===== src/rtl/phy_cr_pkg.sv =====
package phy_cr_pkg;

  // Phase of one register access; the value also picks the strobe bit.
  typedef enum logic [1:0] {
    PH_ADDR  = 2'd0,
    PH_DATA  = 2'd1,
    PH_READ  = 2'd2,
    PH_WRITE = 2'd3
  } phase_e;

  typedef enum logic [2:0] {
    S_IDLE    = 3'd0,
    S_SETUP   = 3'd1,
    S_WAIT_HI = 3'd2,
    S_WAIT_LO = 3'd3,
    S_END     = 3'd4
  } seq_state_e;

  localparam int STB_W = 4;

endpackage


===== src/rtl/phy_cr_poll_timer.sv =====
module phy_cr_poll_timer #(
  parameter int POLL_INTERVAL = 250,
  parameter int POLL_LIMIT    = 1000
) (
  input  logic clk,
  input  logic rst,
  input  logic run,
  input  logic clr,
  output logic tick,
  output logic last_poll
);
  localparam int IW = (POLL_INTERVAL < 2) ? 1 : $clog2(POLL_INTERVAL + 1);
  localparam int PW = $clog2(POLL_LIMIT + 1);

  logic [IW-1:0] ivl_q;
  logic [PW-1:0] polls_q;

  assign tick      = run && (ivl_q == '0);
  assign last_poll = (polls_q == PW'(POLL_LIMIT - 1));

  always_ff @(posedge clk) begin
    if (rst || !run || clr) begin
      ivl_q   <= '0;
      polls_q <= '0;
    end else if (tick) begin
      ivl_q   <= IW'(POLL_INTERVAL - 1);
      polls_q <= polls_q + 1'b1;
    end else begin
      ivl_q   <= ivl_q - 1'b1;
    end
  end


  poll_bound_chk: assert property (@(posedge clk) disable iff (rst)
    run |-> (polls_q < PW'(POLL_LIMIT)));


  poll_spacing_chk: assert property (@(posedge clk) disable iff (rst)
    (tick && run && !clr) |=> !tick);

endmodule


===== src/rtl/phy_cr_seq.sv =====
module phy_cr_seq
  import phy_cr_pkg::*;
#(
  parameter int DATA_W       = 16,
  parameter int SETUP_CYCLES = 2
) (
  input  logic              clk,
  input  logic              rst,
  input  logic              req_valid,
  input  logic              req_write,
  input  logic [DATA_W-1:0] req_addr,
  input  logic [DATA_W-1:0] req_wdata,
  input  logic              ack,
  input  logic [DATA_W-1:0] phy_rdata,
  input  logic              tick,
  input  logic              last_poll,
  output logic              tmr_run,
  output logic              tmr_clr,
  output logic              busy,
  output logic              done,
  output logic              err,
  output logic [DATA_W-1:0] rd_data,
  output logic [DATA_W-1:0] bus_data,
  output logic [STB_W-1:0]  stb
);
  localparam int SCW = (SETUP_CYCLES < 2) ? 1 : $clog2(SETUP_CYCLES + 1);

  seq_state_e        st_q;
  phase_e            ph_q;
  logic [SCW-1:0]    scnt_q;
  logic              wr_q;
  logic [DATA_W-1:0] wdata_q;
  logic [DATA_W-1:0] data_q;
  logic [DATA_W-1:0] rd_q;
  logic [STB_W-1:0]  stb_q;
  logic              busy_q, done_q, err_q;
  logic              ack_match;

  always_comb begin
    tmr_run   = (st_q == S_WAIT_HI) || (st_q == S_WAIT_LO);
    ack_match = (st_q == S_WAIT_HI) ? ack : !ack;
    tmr_clr   = tmr_run && tick && ack_match;
  end

  always_ff @(posedge clk) begin
    if (rst) begin
      st_q    <= S_IDLE;
      ph_q    <= PH_ADDR;
      scnt_q  <= '0;
      wr_q    <= 1'b0;
      wdata_q <= '0;
      data_q  <= '0;
      rd_q    <= '0;
      stb_q   <= '0;
      busy_q  <= 1'b0;
      done_q  <= 1'b0;
      err_q   <= 1'b0;
    end else begin
      done_q <= 1'b0;
      err_q  <= 1'b0;
      unique case (st_q)
        S_IDLE: begin
          if (req_valid) begin
            wr_q    <= req_write;
            wdata_q <= req_wdata;
            data_q  <= req_addr;
            ph_q    <= PH_ADDR;
            scnt_q  <= SCW'(SETUP_CYCLES - 1);
            busy_q  <= 1'b1;
            st_q    <= S_SETUP;
          end
        end
        S_SETUP: begin
          if (scnt_q == '0) begin
            stb_q <= STB_W'(1) << ph_q;
            st_q  <= S_WAIT_HI;
          end else begin
            scnt_q <= scnt_q - 1'b1;
          end
        end
        S_WAIT_HI: begin
          if (tick) begin
            if (ack) begin
              if (ph_q == PH_READ) rd_q <= phy_rdata;
              stb_q <= '0;
              st_q  <= S_WAIT_LO;
            end else if (last_poll) begin
              stb_q <= '0;
              rd_q  <= '0;
              err_q <= 1'b1;
              st_q  <= S_END;
            end
          end
        end
        S_WAIT_LO: begin
          if (tick) begin
            if (!ack) begin
              unique case (ph_q)
                PH_ADDR: begin
                  ph_q   <= wr_q ? PH_DATA : PH_READ;
                  data_q <= wr_q ? wdata_q : '0;
                  scnt_q <= SCW'(SETUP_CYCLES - 1);
                  st_q   <= S_SETUP;
                end
                PH_DATA: begin
                  ph_q   <= PH_WRITE;
                  data_q <= wdata_q;
                  scnt_q <= SCW'(SETUP_CYCLES - 1);
                  st_q   <= S_SETUP;
                end
                default: begin
                  done_q <= 1'b1;
                  st_q   <= S_END;
                end
              endcase
            end else if (last_poll) begin
              rd_q  <= '0;
              err_q <= 1'b1;
              st_q  <= S_END;
            end
          end
        end
        S_END: begin
          busy_q <= 1'b0;
          st_q   <= S_IDLE;
        end
        default: st_q <= S_IDLE;
      endcase
    end
  end

  assign busy     = busy_q;
  assign done     = done_q;
  assign err      = err_q;
  assign rd_data  = rd_q;
  assign bus_data = data_q;
  assign stb      = stb_q;


  stb_onehot_chk: assert property (@(posedge clk) disable iff (rst)
    $onehot0(stb_q));


  setup_window_chk: assert property (@(posedge clk) disable iff (rst)
    $rose(|stb_q) |-> ($stable(data_q) && ($past(stb_q, 2) == '0)));


  data_hold_chk: assert property (@(posedge clk) disable iff (rst)
    (|stb_q && $past(|stb_q)) |-> $stable(data_q));


  read_zero_field_chk: assert property (@(posedge clk) disable iff (rst)
    stb_q[PH_READ] |-> (data_q == '0));


  err_quiet_chk: assert property (@(posedge clk) disable iff (rst)
    err_q |-> ((stb_q == '0) && (rd_q == '0) && !done_q && busy_q));


  done_pulse_chk: assert property (@(posedge clk) disable iff (rst)
    done_q |-> busy_q ##1 (!busy_q && !done_q));


  busy_hold_chk: assert property (@(posedge clk) disable iff (rst)
    (busy_q && !done_q && !err_q) |=> busy_q);

endmodule


===== src/rtl/phy_cr_master.sv =====
module phy_cr_master
  import phy_cr_pkg::*;
#(
  parameter int DATA_W        = 16,
  parameter int POLL_INTERVAL = 250,
  parameter int POLL_LIMIT    = 1000,
  parameter int SETUP_CYCLES  = 2
) (
  input  logic                clk,
  input  logic                rst,
  input  logic                req_valid,
  input  logic                req_write,
  input  logic [DATA_W-1:0]   req_addr,
  input  logic [DATA_W-1:0]   req_wdata,
  output logic                busy,
  output logic                done,
  output logic                err,
  output logic [DATA_W-1:0]   rd_data,
  output logic [DATA_W+3:0]   cr_ctrl,
  input  logic [DATA_W:0]     cr_resp
);
  localparam int ACK_BIT = DATA_W;

  logic              tick, last_poll, tmr_run, tmr_clr;
  logic [DATA_W-1:0] bus_data;
  logic [STB_W-1:0]  stb;

  phy_cr_poll_timer #(
    .POLL_INTERVAL(POLL_INTERVAL),
    .POLL_LIMIT   (POLL_LIMIT)
  ) u_timer (
    .clk      (clk),
    .rst      (rst),
    .run      (tmr_run),
    .clr      (tmr_clr),
    .tick     (tick),
    .last_poll(last_poll)
  );

  phy_cr_seq #(
    .DATA_W      (DATA_W),
    .SETUP_CYCLES(SETUP_CYCLES)
  ) u_seq (
    .clk      (clk),
    .rst      (rst),
    .req_valid(req_valid),
    .req_write(req_write),
    .req_addr (req_addr),
    .req_wdata(req_wdata),
    .ack      (cr_resp[ACK_BIT]),
    .phy_rdata(cr_resp[DATA_W-1:0]),
    .tick     (tick),
    .last_poll(last_poll),
    .tmr_run  (tmr_run),
    .tmr_clr  (tmr_clr),
    .busy     (busy),
    .done     (done),
    .err      (err),
    .rd_data  (rd_data),
    .bus_data (bus_data),
    .stb      (stb)
  );

  // Word layout: addr-capture, data-capture, data field, read, write-commit.
  assign cr_ctrl = {stb[PH_ADDR], stb[PH_DATA], bus_data, stb[PH_READ], stb[PH_WRITE]};

endmodule


===== config.mk =====
export PLATFORM = sky130hd
export DESIGN_NAME = phy_cr_master
export DESIGN_NICKNAME = d
export VERILOG_FILES = /design/src/rtl/phy_cr_pkg.sv /design/src/rtl/phy_cr_poll_timer.sv /design/src/rtl/phy_cr_seq.sv /design/src/rtl/phy_cr_master.sv
export SDC_FILE = /design/constraint.sdc
export NUM_CORES = 1
export LEC_CHECK = 0
export ABC_AREA = 1
export BUFFER_PORTS_ARGS = -buffer_cell sky130_fd_sc_hd__buf_2
export CAP_MARGIN = 20
export CORE_MARGIN = 5
export CORE_UTILIZATION = 58
export CTS_CLUSTER_DIAMETER = 60
export DETAILED_ROUTE_END_ITERATION = 12
export PLACE_DENSITY = 0.83
export SYNTH_ARGS = -nofsm -noshare
export SYNTH_HDL_FRONTEND = slang
export SYNTH_SLANG_ARGS = --single-unit

===== constraint.sdc =====
create_clock -name clk -period 2.8 [get_ports clk]
set_clock_uncertainty 0.15 [all_clocks]
set_input_delay 0.14 -clock clk [delete_from_list [all_inputs] [get_ports clk]]
set_output_delay 0.14 -clock clk [all_outputs]
set_load 0.01 [all_outputs]

# After elaboration in Yosys (flattened, before gate mapping)
# Index checks and enable logic that the tools add are counted.
# Widths: inputs -> output; s select.
[op_classes] n_addsub=3 eq_ne=18 n_shift=1 n_mux=50 bitwise=2 n_reduce_logical=27
[ops] cell="$mux 16" n=10
[ops] cell="$pmux 16 s2" n=3
[ops] cell="$mux 3" n=8
[ops] cell="$mux 2" n=9
[ops] cell="$mux 4" n=4
[ops] cell="$pmux 3 s4" n=1
[ops] cell="$add 10x1->10 const B" n=1
[ops] cell="$eq 10x10->1 const B" n=1
[ops] cell="$ne 2x2->1 const B" n=5
[ops] cell="$reduce_and 5->1" n=2
[ops] cell="$ne 3x3->1 const B" n=3
[ops] cell="$logic_not 8->1" n=1
[ops] cell="$mux 1" n=8
[ops] cell="$mux 8" n=1
[ops] cell="$pmux 2 s2" n=2
[ops] cell="$pmux 4 s2" n=1
[ops] cell="$reduce_and 4->1" n=2
[ops] cell="$reduce_bool 2->1" n=4
[ops] cell="$sub 8x1->8 const B" n=1
[ops] cell="$eq 3x2->1 const B" n=2
[ops] cell="$ne 2x1->1 const B" n=3
[ops] cell="$pmux 2 s3" n=1
[ops] cell="$reduce_and 6->1" n=1
[ops] cell="$logic_not 2->1" n=2
[ops] cell="other kinds (16)" n=25
[word_totals] regBits=81 inputBits=53 output_inout_bits=39 wordCells=115

# Depth between registers and ports, before layout
# Gate-level depths: netlist of the first run.
[logic_depth] word_depth=7 depth_mapped=11 ltp_nobuf=10

# Modules after synthesis
# Synthesis of the first run repeated with hierarchy kept, for this count alone.
[hier_totals] hier_cells=637 area_unflattened_um2=4186.5
[by_module_without_submodules] module="phy_cr_seq" n_inst=1 cells_per_inst=496 area_per_inst_um2=3203.1
[by_module_without_submodules] module="phy_cr_poll_timer" n_inst=1 cells_per_inst=141 area_per_inst_um2=983.4

# Least setup slack after synthesis of the first run
# Ideal clock, no wire load.
[synth_path] path_type="register to register" start="reg u_timer.ivl_q[0]" end="reg u_seq.rd_q[10], in the netlist u_seq.rd_data[10]" setup_time_ps=132 arrival_ps=1494 required_ps=2518 slack_ps=1024 stages_incl_launch_ff=11 path_cell_list="dfxtp_1 > inv_1 > ha_1 > nand2_1 > nor2_1 > nand3_2 > nand2_4 > nand3_4 > buf_6 > nand2_1 > a21oi_1"
[synth_via] elab_chain_cells=4
[synth_rtl] element="start: declaration" line_no="phy_cr_poll_timer.sv:15" text="logic [IW-1:0] ivl_q;"
[synth_rtl] element="start signal: assignment" line_no="phy_cr_poll_timer.sv:26" text="ivl_q <= IW'(POLL_INTERVAL - 1);"
[synth_rtl] element="start signal: assignment" line_no="phy_cr_poll_timer.sv:29" text="ivl_q <= ivl_q - 1'b1;"
[synth_rtl] element="$logic_not 8->1 *" line_no="phy_cr_poll_timer.sv:18" text="assign tick = run && (ivl_q == '0);"
[synth_rtl] element="$logic_and 1x1->1 *" line_no="phy_cr_poll_timer.sv:18"
[synth_rtl] element="$ne 2x1->1 (no line)"
[synth_rtl] element="$reduce_and 5->1 (no line) *"
[synth_rtl] element="end signal: assignment" line_no="phy_cr_seq.sv:84" text="if (ph_q == PH_READ) rd_q <= phy_rdata;"
[synth_rtl] element="end: declaration" line_no="phy_cr_seq.sv:34" text="logic [DATA_W-1:0] rd_q;"
# Every way passes the cells marked *; elsewhere a longest branch is shown, timed or not.
# A chain may end at the register's enable or synchronous reset.

# Worst setup path in the final report of the first run
[layout_path] start="reg u_timer.ivl_q[0]" end="reg u_seq.rd_q[7], in the netlist u_seq.rd_data[7]"
# Same word-level chain as after synthesis.

==> results of run 1 <==
[flip-flops by register name (all words and copies together) (netlist names)]
signal	count
u_seq.bus_data	16
u_seq.busy	1
u_seq.done	1
u_seq.err	1
u_seq.ph_q	2
u_seq.rd_data	16
u_seq.scnt_q	2
u_seq.st_q	3
u_seq.stb	4
u_seq.wdata_q	16
u_seq.wr_q	1
u_timer.ivl_q	8
u_timer.polls_q	10
[final timing paths]
kind | end | slack, ns
worst max-delay path | u_seq.rd_data[7]$_SDFFE_PP0P_ | 0.60
worst min-delay path | u_seq.bus_data[13]$_SDFFE_PP0P_ | 0.01
worst max register to register | u_seq.rd_data[7]$_SDFFE_PP0P_ | 0.60
worst min register to register | u_timer.ivl_q[0]$_SDFF_PP0_ | 0.30
[cells by family (layout without fill, tap and decap cells)]
group                    after synthesis  after routing  synth area share (%)
other                                  0              1                     0
AO/OA/AOI/OAI                        109            109                  15.5
adder cells (fa/ha/maj)                4              4                  1.29
XOR/XNOR                               2              2                 0.452
flip-flops                            81             81                  41.9
buffers and inverters                 95            231                  10.6
AND/OR/NAND/NOR                      255            255                  30.3
[final cells by class]
type	count	share of cell area (%)
multi-input cells	370	36.9
flip-flops and latches	81	32.5
repair buffers	141	19.0
inverters	74	5.61
clock buffers	10	2.75
well taps	77	1.93
clock inverters	6	1.33
diodes	1	0.0501
[cells in the final DEF, fill, tap and decap left out, types with 4 or more instances in the layout]
cell type        n
buf_2           91
clkbuf_8        10
dlygate4sd3_1   47
o21ai_0         45
inv_1           69
dfxtp_1         81
ha_1             4
nor2_1          67
nand2_1        126
nand3_1         14
nor3_1           6
a21oi_1         54
nand4_1         21
[per-layer routing]
metal | GRT usage, % | vias up
li1 | - | 2008
met1 | 29.1 | 1816
met2 | 43.7 | 137
met3 | 4.83 | 25
met4 | 11.5 | 0
met5 | 0 | -
[through the flow]
stage | util (%) | total power [uW]
after floorplan | - | 3040
after global placement | 67.3 | 3380
after detailed placement | 67.3 | 3440
after CTS | 77.8 | 4370
after global routing | 77.8 | 4750
final | 77.8 | 4370
[power by group through the flow]
stage          logic, uW  clock network [uW]  registers (uW)
2_1_floorplan       1350                   0            1690
3_3_place_gp        1750                   0            1620
3_5_place_dp        1810                   0            1630
4_1_cts             1880                 883            1610
5_1_grt             2180                 929            1640
6_report            1900                 867            1610
[critical path, delay by kind of cell (launching register included)]
kind                       cells  cell delay (ns)
and+or+nand+nor                6             1.21
DFF                            1             0.32
adders and majority gates      1             0.21
buffers and inverters          1             0.11
AOI/OAI and AO/OA              1             0.08
==> key figures, run 1 <==
Logic synthesis
  – Ys async rst share: 0%
  – Yosys warns: 0
  – Yosys reg bits: 81
  – Sequential fraction of the synthesis area: 41.9%
  – Avg Inst Size Synth: 7.09 um2
  – Synthesized area: a little under 4000 um2
  – Library cells used by synthesis: 39
  – Post-synth EDFFs: 0
  – Most common library cells after synthesis: 126 x nand2_1, 81 x dfxtp_1, 69 x inv_1, 67 x nor2_1, 54 x a21oi_1
  – Post-synth top flop: dfxtp_1
  – Cell count after synthesis: between 500 and 600
  – Mapped Nets: about 600
  – Share of the synthesized area in the top cell type: about two fifths
  – Most common cell in the netlist: nand2_1
  – Area contributors post-synth: dfxtp_1 42%, nand2_1 12%, a21oi_1 7.0%
  – Area leader, netlist: dfxtp_1

Finish
  – Area of the multi-input gates: 1840 um2
  – Sequential cell area: around 1600 um2
  – Non-filler instance count after layout: 760
  – Final net count: between 700 and 800
  – Design Area, Final: approximately 5000 um2
  – Layout fillers: 466
  – Layout cell share with drive strength beyond 1: roughly a fifth
  – Syn-to-layout area delta: 29.0%

Clock tree
  – Skew-Pair Late Insertion Delay: between 0.3 and 0.4 ns
  – Clk buf depth: 2
  – Clock slew at reported path FFs: approximately 0.09 ns
  – Setup Fix Bufs, Post-CTS: 0
  – CTS tree: done
  – CTS Sinks: between 80 and 90
  – PostCTS Resize Cnt: 0
  – Clock H-tree levels: 3
  – CTS Buf Count: 9
  – Hold buffer count at CTS: 47
  – Root buf cell: clkbuf_8

Critical path
  – CP peak stage delay: about 0.32 ns
  – R2r startpoint: u_timer.ivl_q[0]$_SDFF_PP0_
  – CP Max Fanout: 19
  – Most frequent CP cell: nand2_1
  – CP Class: reg -> reg
  – Crit path launch type: register
  – CP Data Arrival Time: 2.27 ns
  – R2R depth: 9
  – Worst Setup End Kind: register
  – Critical Path Start: u_timer.ivl_q[0]$_SDFF_PP0_
  – Slowest-stage cell, CP: dfxtp_1
  – Worst EP required: 2.87 ns
  – Crit-path cells: inv_1 -> ha_1 -> nand2_1 -> nor2_1 -> nand3_2 -> nand2_4 -> nand3_4 -> nand2_1 -> a21oi_1

Detailed routing
  – Max Used Layer: met4
  – M1 WL: roughly 4300 um
  – DRC: 0
  – Starting DRT DRC Count: approximately 260
  – Met2 wire len: 5040 um
  – Via-per-instance ratio: approximately 5.2
  – Met3 WL: around 600 um
  – DR WL/cell: 13.4 um
  – Routed vias: approximately 4000
  – First-pass DRT Iterations: 6
  – Routed Antenna Nets: 0
  – DRT Wirelength: 10200 um

Timing
  – Final worst slack: roughly 0.60 ns
  – Sum of negative setup slack: 0 ns
  – Fmax: 0.455 GHz
  – Tcrit/Tclk final: between 70% and 80%
  – WHS: between 0.01 and 0.015 ns
  – Hold Vio Cnt, Final: 0
  – Final setup viols: 0
  – Max Transition Viols Final: 0
  – Tmin final: approximately 2.2 ns
  – Slew @ Worst Pin: ~0.67 ns
  – RSZ-0062 raised after global routing: no
  – Relative slew margins: 55.3%

Floorplanning
  – Num rows: 29
  – Die ar.: 8410 um2
  – Die Height: 91.7 um
  – I/O pin cnt: 92
  – Initial Utilization: around 60%
  – Core ar.: 6420 um2
  – Die width: 91.7 um

Global routing
  – First-pass GRT wire length: about 17000 um
  – Number of global-route vias before repair: a little under 4000
  – Total grt overflow: 0
  – Largest net degree at the start of global routing: 40
  – Initial antenna violation count: 0
  – Tot GR Track Use: 24.8%

Power and ir drop
  – Switching Share: 41.5%
  – Peak VDD IR: between 500 and 600 uV
  – Int Pwr: 2560 uW
  – Lkg Pwr: ~0.0023 uW
  – Part of the power in the clock network: about a fifth
  – NetSw: ~1800 uW
  – Flop pwr share: between 30% and 40%
  – Comb pwr share: ~43%
  – Power Density: approximately 880 nW/um2

Place
  – Area after DPL: roughly 4300 um2
  – IO buf count: approximately 90
  – GP Congestion: 0.913
  – Placed cell count: between 600 and 700
  – Post-Place Setup Slack: 0.639 ns
  – Detailed Place HPWL: about 6300 um

Flow run
  – Max-cap viol count: 0

Run status
  – Status: complete, no violations

Worst hold path
  – Hold path cells: 5
  – Worst Min Path Start: req_addr[13]
  – Min-Delay Path Class: in -> reg
Power figures use the tool's default switching activity.
==> inputs of run 2 (changes only) <==
--- a/config.mk
+++ b/config.mk
@@ -9,10 +9,10 @@
 export BUFFER_PORTS_ARGS = -buffer_cell sky130_fd_sc_hd__buf_2
 export CAP_MARGIN = 20
 export CORE_MARGIN = 5
-export CORE_UTILIZATION = 58
+export CORE_UTILIZATION = 48
 export CTS_CLUSTER_DIAMETER = 60
 export DETAILED_ROUTE_END_ITERATION = 12
-export PLACE_DENSITY = 0.83
+export PLACE_DENSITY = 0.73
 export SYNTH_ARGS = -nofsm -noshare
 export SYNTH_HDL_FRONTEND = slang
 export SYNTH_SLANG_ARGS = --single-unit
==> constraint.sdc (replaced) <==
create_clock -name clk -period 1.88 [get_ports clk]
set_clock_uncertainty 0.15 [all_clocks]
set_input_delay 0.094 -clock clk [delete_from_list [all_inputs] [get_ports clk]]
set_output_delay 0.094 -clock clk [all_outputs]
set_load 0.01 [all_outputs]
==> run 2 against run 1 <==
Against the previous run: worst setup slack worse by 0.54 ns; register-to-register slack worse by 0.54 ns; first-iteration DRC count is 20% lower; count of clock-buffer cells in the layout grew 2; largest power group unchanged.
==> key figures, run 2 (synthesis gave the netlist of run 1 again) <==
Global routing
  – First-pass GRT wire length: 16600 um (-4.5%)
  – Number of global-route vias before repair: 3664 (-7.1%)
  – Initial antenna violation count: 0 (unchanged)
  – Total grt overflow: 0 (unchanged)
  – Largest net degree at the start of global routing: 36 (-10%)
  – Tot GR Track Use: 20.4% (-4.5 points)

Finish
  – Final net count: 756 (+3.0%)
  – N_diodes: 0 (-1)
  – Syn-to-layout area delta: 37.6%
  – Commonest cells after routing, fill and taps aside: 124 x nand2_1, 91 x buf_2, 78 x dfxtp_1
  – Most common cell after layout, fill and taps aside: nand2_1
  – Layout cell share with drive strength beyond 1: 23.3% (+3.7 points)
  – Layout fillers: 654 (+40%)
  – Final core utilization: 68.3% (-9.5 points)

Critical path
  – Worst Setup End Kind: register
  – CP Data Arrival Time: 1.91 ns (-0.36 ns)
  – Worst EP required: 1.97 ns (-0.90 ns)
  – Bufs and invs on worst path: 3 (+2)
  – Crit path launch type: register
  – Slowest-stage cell, CP: dfxtp_1
  – Crit-path cells: inv_1 -> ha_2 -> inv_1 -> nor2_2 -> nand3_2 -> buf_8 -> o21ai_4 -> nand3_1 -> nand2_1 -> nor2_1
  – Most frequent CP cell: inv_1
  – Largest delay share family, worst path: simple AND/OR/NAND/NOR gates
  – CP peak stage delay: 0.32 ns (about the same)
  – CP Class: reg -> reg
  – CP Max Fanout: 8 (-11)

Power and ir drop
  – Flop pwr share: 33.7% (-3.1 points)
  – Int Pwr: 4290 uW (+68%)
  – Switching Share: 39.6% (-1.9 points)
  – Peak VDD IR: 769 uV (+34%)
  – Part of the power in the clock network: 19.1% (-0.7 points)
  – Lkg Pwr: 0.00247 uW (+6.1%)
  – Comb pwr share: 47.1% (+3.8 points)
  – Tot Pwr: 7110 uW (+63%)
  – Power Density: 1330 nW/um2 (+52%)
  – NetSw: 2820 uW (+55%)

Timing
  – Max Transition Viols Final: 0 (unchanged)
  – Final worst slack: 0.0614 ns (-0.543 ns)
  – Tmin final: 1.82 ns (-0.377 ns)
  – Tcrit/Tclk final: 96.7% (+18 points)
  – Final setup viols: 0 (unchanged)
  – Slew @ Worst Pin: 0.657 ns (-0.0132 ns)
  – Sum of negative setup slack: 0 ns (unchanged)
  – Hold Vio Cnt, Final: 0 (unchanged)
  – RSZ-0062 raised after global routing: yes
  – Fmax: 0.550 GHz (+21%)
  – Relative slew margins: 56.2% (+0.88 points)

Floorplanning
  – Die width: 99.8 um (+8.8%)
  – I/O pin cnt: 92 (unchanged)
  – Die ar.: 9970 um2 (+18%)
  – Die Height: 99.8 um (+8.8%)
  – Num rows: 32 (+10%)
  – Initial Utilization: 49.6% (-11 points)
  – Core ar.: 7810 um2 (+22%)

Clock tree
  – Root buf cell: clkbuf_8
  – Clock H-tree levels: 3 (unchanged)
  – CTS Sinks: 81 (unchanged)
  – Clock slew at reported path FFs: 0.07 ns (-0.02 ns)
  – CTS tree: done
  – Skew-Pair Late Insertion Delay: 0.35 ns (about the same)
  – Clk buf depth: 2 (unchanged)
  – CTS Buf Count: 9 (unchanged)

Detailed routing
  – Routed vias: 4041 (+1.4%)
  – DRT Wirelength: 10600 um (+3.7%)
  – Starting DRT DRC Count: 210 (-20%)
  – First-pass DRT Iterations: 5 (-1)
  – DRC: 0 (unchanged)
  – Via-per-instance ratio: 5.02 (-4.3%)
  – Routed Antenna Nets: 0 (unchanged)
  – DR WL/cell: 13.1 um (-2.1%)

Place
  – Post-Place Setup Slack: 0.0327 ns (-0.606 ns)
  – Detailed Place HPWL: 6750 um (+8.0%)
  – IO buf count: 91 (unchanged)
  – GP Congestion: 0.914 (+0.11%)

Run status
  – Status: complete, no violations

Worst hold path
  – Min-Delay Path Class: in -> reg

Flow run
  – Max-cap viol count: 0 (unchanged)
==> run 2: cell count changes in the layout (fill, tap and decap cells not counted), sizes merged <==
cell         previous run  this run
buf                    94       113
clkinvlp                3         0
clkbuf                 10        12
nand3                  16        18
bufinv                  1         2
diode                   1         0
dlygate4sd3            47        48
inv                    74        73
==> run 2: metrics by stage <==
step	instance area, um2	cells	hold slack, ns
2_1_floorplan	3870	546	0.112
3_3_place_gp	4510	736	0.219
3_5_place_dp	4510	736	0.225
4_1_cts	5200	799	0.00142
5_1_grt	5330	805	0.0316
6_report	5330	805	0.0103
==> run 2: final timing paths <==
path	start	endpoint	slack, ns	cells past startpoint
hold reg to reg	u_seq.wdata_q[6]$_SDFFE_PP0P_	u_seq.wdata_q[6]$_SDFFE_PP0P_	0.30	2
setup / recovery	u_timer.ivl_q[0]$_SDFF_PP0_	u_seq.stb[0]$_SDFFE_PP0P_	0.06	10
hold / removal	cr_resp[16]	u_seq.st_q[2]$_SDFFE_PP0P_	0.01	4
setup reg to reg	u_timer.ivl_q[0]$_SDFF_PP0_	u_seq.stb[0]$_SDFFE_PP0P_	0.06	10
==> run 2: repair_timing <==
action,CTS,global route
gates resized for setup,0,18
hold buffers,48,0
endpoints found under the hold margin,48,0
setup endpoints to repair,0,51
setup buffers,0,4
==> run 2: cell type report <==
| cell class | count | area, um2 | share of cell area [%] |
|---|---|---|---|
| inverter | 74 | 280 | 5.26 |
| clock buffer | 12 | 145 | 2.72 |
| clock inverter | 3 | 65.1 | 1.22 |
| timing repair buffer | 161 | 1170 | 22.0 |
| multi-input combinational | 372 | 1910 | 35.9 |
| sequential | 81 | 1630 | 30.5 |
| tap | 102 | 128 | 2.39 |
==> run 2: power by group through the flow <==
stage               logic (uW)  registers [uW]  clock network, uW
floorplan                 2020            2520                  0
global placement          2900            2400                  0
detailed placement        2950            2420                  0
CTS                       3070            2380               1390
global route              3740            2450               1460
finish                    3350            2400               1360
==> run 2: worst min-delay path: cells and delay by family <==
family	cells	cell delay, ns
AND/OR/NAND/NOR	2	0.10
AO/OA/AOI/OAI	1	0.15
buffers and inverters	1	0.13
==> run 2: layer usage <==
layer	vias up	part of all wire [%]	GRT usage [%]
li1	2067	-	-
met1	1808	43	25.6
met2	136	49	33.8
met3	30	5.6	3.47
met4	0	2.6	9.77
met5	-	0	0
